$ cat config.mk
export PLATFORM = sky130hd
export DESIGN_NAME = wdog_steer
export DESIGN_NICKNAME = d
export VERILOG_FILES = /design/src/rtl/wdog_pkg.sv /design/src/rtl/wdog_bus.sv /design/src/rtl/wdog_interval.sv /design/src/rtl/wdog_count.sv /design/src/rtl/wdog_steer.sv
export SDC_FILE = /design/constraint.sdc
export NUM_CORES = 1
export LEC_CHECK = 0
export CORE_MARGIN = 3
export CORE_UTILIZATION = 45
export DETAILED_ROUTE_END_ITERATION = 8
export HOLD_SLACK_MARGIN = 0.02
export PLACE_DENSITY = 0.73
export SLEW_MARGIN = 15
export SYNTH_ARGS = -nofsm -noshare
export SYNTH_HDL_FRONTEND = slang
export SYNTH_SLANG_ARGS = --single-unit
export TNS_END_PERCENT = 10
$ cat constraint.sdc
create_clock -name clk -period 2.4 [get_ports clk]
set_input_delay 0.24 -clock clk [delete_from_list [all_inputs] [get_ports clk]]
set_output_delay 0.24 -clock clk [all_outputs]
set_load 0.005 [all_outputs]
$ cat src/rtl/wdog_pkg.sv
package wdog_pkg;
  localparam int MULT_W = 5;
  localparam int RES_W  = 2;
  localparam int NRES   = 1 << RES_W;
  localparam int CNT_W  = MULT_W + 2 * (NRES - 1);

  typedef struct packed {
    logic              steer;
    logic [MULT_W-1:0] mult;
    logic [RES_W-1:0]  res;
  } wdog_ctrl_t;

  typedef enum logic [1:0] {
    HIT_NONE = 2'd0,
    HIT_CTRL = 2'd1,
    HIT_FLAG = 2'd2,
    HIT_CENT = 2'd3
  } hit_e;
endpackage

$ cat src/rtl/wdog_bus.sv
module wdog_bus
  import wdog_pkg::*;
#(
  parameter int          ADDR_W    = 13,
  parameter logic [12:0] CTRL_ADDR = 13'h1FF7,
  parameter logic [12:0] FLAG_ADDR = 13'h1FF0,
  parameter logic [12:0] CENT_ADDR = 13'h1FFC
) (
  input  logic              clk,
  input  logic              rst_n,
  input  logic              bus_valid,
  output logic              bus_ready,
  input  logic              bus_write,
  input  logic [ADDR_W-1:0] bus_addr,
  output logic              rsp_valid,
  input  logic              rsp_ready,
  output logic [7:0]        rsp_data,
  input  logic [7:0]        rd_value,
  output logic              fire,
  output hit_e              hit
);
  logic       rv_q;
  logic [7:0] rd_q;

  assign bus_ready = !rv_q || rsp_ready;
  assign fire      = bus_valid && bus_ready;

  always_comb begin
    hit = HIT_NONE;
    if (bus_addr == ADDR_W'(CTRL_ADDR))      hit = HIT_CTRL;
    else if (bus_addr == ADDR_W'(FLAG_ADDR)) hit = HIT_FLAG;
    else if (bus_addr == ADDR_W'(CENT_ADDR)) hit = HIT_CENT;
  end

  always_ff @(posedge clk) begin
    if (!rst_n) begin
      rv_q <= 1'b0;
      rd_q <= 8'h00;
    end else if (fire && !bus_write) begin
      rv_q <= 1'b1;
      rd_q <= rd_value;
    end else if (rsp_ready) begin
      rv_q <= 1'b0;
    end
  end

  assign rsp_valid = rv_q;
  assign rsp_data  = rd_q;


  rsp_hold_chk: assert property (@(posedge clk) disable iff (!rst_n)
    (rv_q && !rsp_ready) |=> (rv_q && $stable(rd_q)));


  ready_low_chk: assert property (@(posedge clk) disable iff (!rst_n)
    (rv_q && !rsp_ready) |-> !bus_ready);
endmodule

$ cat src/rtl/wdog_interval.sv
module wdog_interval
  import wdog_pkg::*;
(
  input  wdog_ctrl_t       ctrl,
  output logic [CNT_W-1:0] reload
);
  logic [CNT_W-1:0] cand [NRES];

  for (genvar k = 0; k < NRES; k++) begin : g_scale
    assign cand[k] = CNT_W'(ctrl.mult) << (2 * k);
  end

  assign reload = cand[ctrl.res];
endmodule

$ cat src/rtl/wdog_count.sv
module wdog_count
  import wdog_pkg::*;
(
  input  logic             clk,
  input  logic             rst_n,
  input  logic             load,
  input  logic [CNT_W-1:0] reload,
  input  logic             tick,
  output logic             expire
);
  logic [CNT_W-1:0] cnt_q;
  logic             act_q;

  assign expire = act_q && tick && !load && (cnt_q == CNT_W'(1));

  always_ff @(posedge clk) begin
    if (!rst_n) begin
      cnt_q <= '0;
      act_q <= 1'b0;
    end else if (load) begin
      cnt_q <= reload;
      act_q <= (reload != '0);
    end else if (act_q && tick) begin
      cnt_q <= cnt_q - CNT_W'(1);
      if (cnt_q == CNT_W'(1)) act_q <= 1'b0;
    end
  end


  stop_after_fire_chk: assert property (@(posedge clk) disable iff (!rst_n)
    expire |=> !act_q);


  active_nonzero_chk: assert property (@(posedge clk) disable iff (!rst_n)
    act_q |-> (cnt_q != '0));


  load_wins_chk: assert property (@(posedge clk) disable iff (!rst_n)
    load |-> !expire);
endmodule

$ cat src/rtl/wdog_steer.sv
module wdog_steer
  import wdog_pkg::*;
#(
  parameter int ADDR_W = 13
) (
  input  logic              clk,
  input  logic              rst_n,
  input  logic              bus_valid,
  output logic              bus_ready,
  input  logic              bus_write,
  input  logic [ADDR_W-1:0] bus_addr,
  input  logic [7:0]        bus_wdata,
  output logic              rsp_valid,
  input  logic              rsp_ready,
  output logic [7:0]        rsp_data,
  input  logic              tick16,
  output logic              irq_pulse,
  output logic              rst_req,
  output logic [7:0]        flags_o
);
  wdog_ctrl_t       ctrl_q;
  wdog_ctrl_t       src;
  logic             flag_q;
  logic             cent_q;
  logic             irq_q;
  logic             rst_q;
  logic             fire;
  hit_e             hit;
  logic [7:0]       rd_value;
  logic             ctrl_acc;
  logic [CNT_W-1:0] reload;
  logic             expire;

  wdog_bus #(.ADDR_W(ADDR_W)) u_bus (
    .clk       (clk),
    .rst_n     (rst_n),
    .bus_valid (bus_valid),
    .bus_ready (bus_ready),
    .bus_write (bus_write),
    .bus_addr  (bus_addr),
    .rsp_valid (rsp_valid),
    .rsp_ready (rsp_ready),
    .rsp_data  (rsp_data),
    .rd_value  (rd_value),
    .fire      (fire),
    .hit       (hit)
  );

  assign ctrl_acc = fire && (hit == HIT_CTRL);
  assign src      = (ctrl_acc && bus_write) ? wdog_ctrl_t'(bus_wdata) : ctrl_q;

  wdog_interval u_int (
    .ctrl   (src),
    .reload (reload)
  );

  wdog_count u_cnt (
    .clk    (clk),
    .rst_n  (rst_n),
    .load   (ctrl_acc),
    .reload (reload),
    .tick   (tick16),
    .expire (expire)
  );

  always_comb begin
    case (hit)
      HIT_CTRL: rd_value = ctrl_q;
      HIT_FLAG: rd_value = flags_o;
      HIT_CENT: rd_value = {1'b0, cent_q, 6'b0};
      default:  rd_value = 8'hFF;
    endcase
  end

  always_ff @(posedge clk) begin
    if (!rst_n) begin
      ctrl_q <= '0;
      flag_q <= 1'b0;
      cent_q <= 1'b0;
      irq_q  <= 1'b0;
      rst_q  <= 1'b0;
    end else begin
      irq_q <= expire && !ctrl_q.steer;
      rst_q <= expire && ctrl_q.steer;
      if (fire && bus_write && hit == HIT_CENT) cent_q <= bus_wdata[6];
      if (ctrl_acc) begin
        flag_q <= 1'b0;
        if (bus_write) ctrl_q <= wdog_ctrl_t'(bus_wdata);
      end else if (expire) begin
        flag_q <= 1'b1;
        if (ctrl_q.steer) begin
          ctrl_q <= '0;
          cent_q <= 1'b0;
        end
      end
    end
  end

  assign irq_pulse = irq_q;
  assign rst_req   = rst_q;
  assign flags_o   = {flag_q, 7'b0};


  pulse_excl_chk: assert property (@(posedge clk) disable iff (!rst_n)
    !(irq_q && rst_q));


  irq_single_chk: assert property (@(posedge clk) disable iff (!rst_n)
    irq_q |=> !irq_q);


  rst_clears_chk: assert property (@(posedge clk) disable iff (!rst_n)
    rst_q |-> (ctrl_q == '0 && !cent_q && flag_q));


  flag_rise_chk: assert property (@(posedge clk) disable iff (!rst_n)
    $rose(flag_q) |-> (irq_q || rst_q));
endmodule

==> run metrics <==
status complete, no violations; final worst slack 0.401 ns; Avg Cell Area, Syn 8.14 µm²; Ys Warns 0; Critical Path Most Common Cell nand4_1; R2R depth 5; fill count 382; Crit-path slowest cell clkdlybuf4s50_1; Worst path max stage delay 0.46 ns; global placement routability congestion 0.929; DR iter-0 viols 112; critical path, cell by cell clkdlybuf4s50_1, nand4_1, nor4_2, buf_4, nand4_1, or3_1, a31oi_1; die area 5230 µm²; Mapped Cells 243; Seq/Total Area, Yosys 0.334; Synth-to-Final Area Change 26.4%; # H-tree levels 2; post-CTS sizing 0; cell accounting for the most synthesized area dfxtp_1; Hold Path Origin u_bus.rsp_data[7]; fin crit period 2.00 ns; Vias/cell 5.79; setup violators final 0; Critical Path Sink u_cnt.cnt_q[2]; Routed WL 5260 µm; final setup TNS 0 ns; Placed Area 2410 µm²; Skew-Pair Late Insertion Delay 0.29 ns; maximum vdd drop 0.337 mV; GRT Residual Overflow 0; synthesized cell area 1980 µm²; FF-to-FF End ctrl_q[1]; routed vias 1,940; Detail Route Antenna Nets 0; drt pass-1 iters 4; Final Max Slew Viols 0; ys flop type dfxtp_1; max-cap violations 0; Reg2Reg Launch Point u_cnt.cnt_q[2]; Seq cells post-synth 33; Num CTS Buffers 5; number of flops mapped to enable cells by yosys 0; vias in the first global route 1,730; share of layout cells above drive strength 1 0.0912; Placeable Area 4120 µm²; DP Wirelength 4110 µm; wire per inst 15.7 µm; chip height 72.3 µm; gr usage total 0.213; final core occ 0.608; worst min-delay path class flop to flop; skew final 0.00415 ns; crit path capture type flop; FMAX 0.500 GHz; Yosys top cell area share 0.334; # port buffers 39; DP Worst Slack 0.125 ns; largest net degree at the start of global routing 18; CP max FO 5; LEAKAGE 0.000927 µW; ys async rst share 0; Final Hold Fails 0; initial core utilization 0.481; CTS tree done; design area 2500 µm²; clock root buffer clkbuf_8; synth top area cells dfxtp_1, mux2i_1, nor2_1; first-pass GRT wire length 8650 µm; drt drc 0; R2R Setup Slk 0.44 ns; fin crit share 0.833; nets 313; number of cell rows 23; maximum clock path buffer count 2; CTS clk-pin slew, worst paths 0.07 ns; PwrDens 451 nW/µm²; arrival time worst endpoint 2.22 ns; ANT cells 0; Setup crit start bus_addr[6]; Hold-fix buffers, CTS 0; count leader, synth dfxtp_1; top-level I/O count 47; Worst EP required 2.62 ns; post-CTS setup buffer count 0; Die W 72.3 µm; Distinct cells, synth 49; Post-synth top cells dfxtp_1, nor2_1, nand2_1; critical path startpoint category input port; unrepaired setup endpoints after global routing no; Setup Crit Path Kind input port to flop; clk sink count 33; initial antenna violation count 0
[kinds of logic after synthesis]
family / synth area share
DFF: 0.334
xor gates and xnor gates: 0.0487
other: 0.00190
AOI/OAI and AO/OA: 0.192
muxes: 0.0569
buffers and inverters: 0.0727
adders and majority gates: 0.0126
and+or+nand+nor: 0.281
[worst max-delay path: cells and delay by family]
kind | cells | cell delay, ns
buffers and inverters | 2 | 0.63
and+or+nand+nor | 4 | 1.20
AOI/OAI and AO/OA | 1 | 0.16
[placed cells by master (no fill, tap or decap), types with 2 or more instances in the layout]
master	count
xnor2_1	7
nand3b_1	2
nand2_1	20
or3_1	5
ha_1	2
o211ai_1	4
nor2_1	24
xor2_1	4
nor2b_1	2
clkdlybuf4s50_1	39
nand4_1	3
nand2b_1	4
a211oi_1	4
clkinv_2	2
nor4_1	4
nor3_1	8
mux2i_1	9
a22o_1	7
nand3_1	17
nor4b_1	2
o221ai_1	2
o22ai_1	5
conb_1	7
clkbuf_8	5
buf_4	11
a31oi_1	3
a21oi_1	8
dfxtp_1	33
inv_1	6
or4_1	2
and3_1	2
mux2_2	2
o21ai_0	13
[worst min path at each step]
stage / to / slack (ns) / cells past startpoint
floorplan: ctrl_q[2] / 0.37 / 1
global placement: u_bus.rsp_data[7] / 0.45 / 2
detailed placement: u_bus.rsp_data[7] / 0.46 / 2
CTS: u_bus.rsp_data[7] / 0.47 / 2
global route: u_bus.rsp_data[7] / 0.50 / 2
finish: u_bus.rsp_data[7] / 0.46 / 2
[final cells by class]
type / instances / area, µm² / area share
Clock buffer: 5 / 68.8 / 0.0275
Multi-Input combinational cell: 188 / 1200 / 0.478
Timing Repair Buffer: 50 / 473 / 0.189
Sequential cell: 33 / 661 / 0.264
Clock inverter: 3 / 17.5 / 0.00700
Tap cell: 50 / 62.6 / 0.0250
Inverter: 6 / 22.5 / 0.00900
[report_power, final]
part | switching [µW] | internal (µW) | leakage [µW]
registers | 4.95 | 558 | 0.000268
logic | 68.9 | 78.9 | 0.000616
clock network | 216 | 200 | 0.0000439
total | 290 | 837 | 0.000927
[through the flow]
step	std cells	hold WS, ns	total power, µW
6_report	335	0.465	1130
5_1_grt	335	0.498	1170
4_1_cts	335	0.466	1140
3_5_place_dp	327	0.456	723
3_3_place_gp	327	0.451	720
2_1_floorplan	249	0.366	641
[sequential cells by signal, summed over array words and instances, names as in the netlist]
register	flops
flag_q	1
u_cnt.cnt_q	11
u_bus.rsp_valid	1
u_bus.rsp_data	8
u_cnt.act_q	1
ctrl_q	8
irq_pulse	1
rst_req	1
cent_q	1
[metal layers]
metal / track usage / routed length, µm / up-vias
met1: 0.290 / 2370 / 918
met5: 0 / 0 / -
met4: 0.0793 / 85 / 0
met3: 0.0526 / 324 / 8
li1: - / - / 958
met2: 0.326 / 2480 / 56
(Power assumes the default switching activity.)
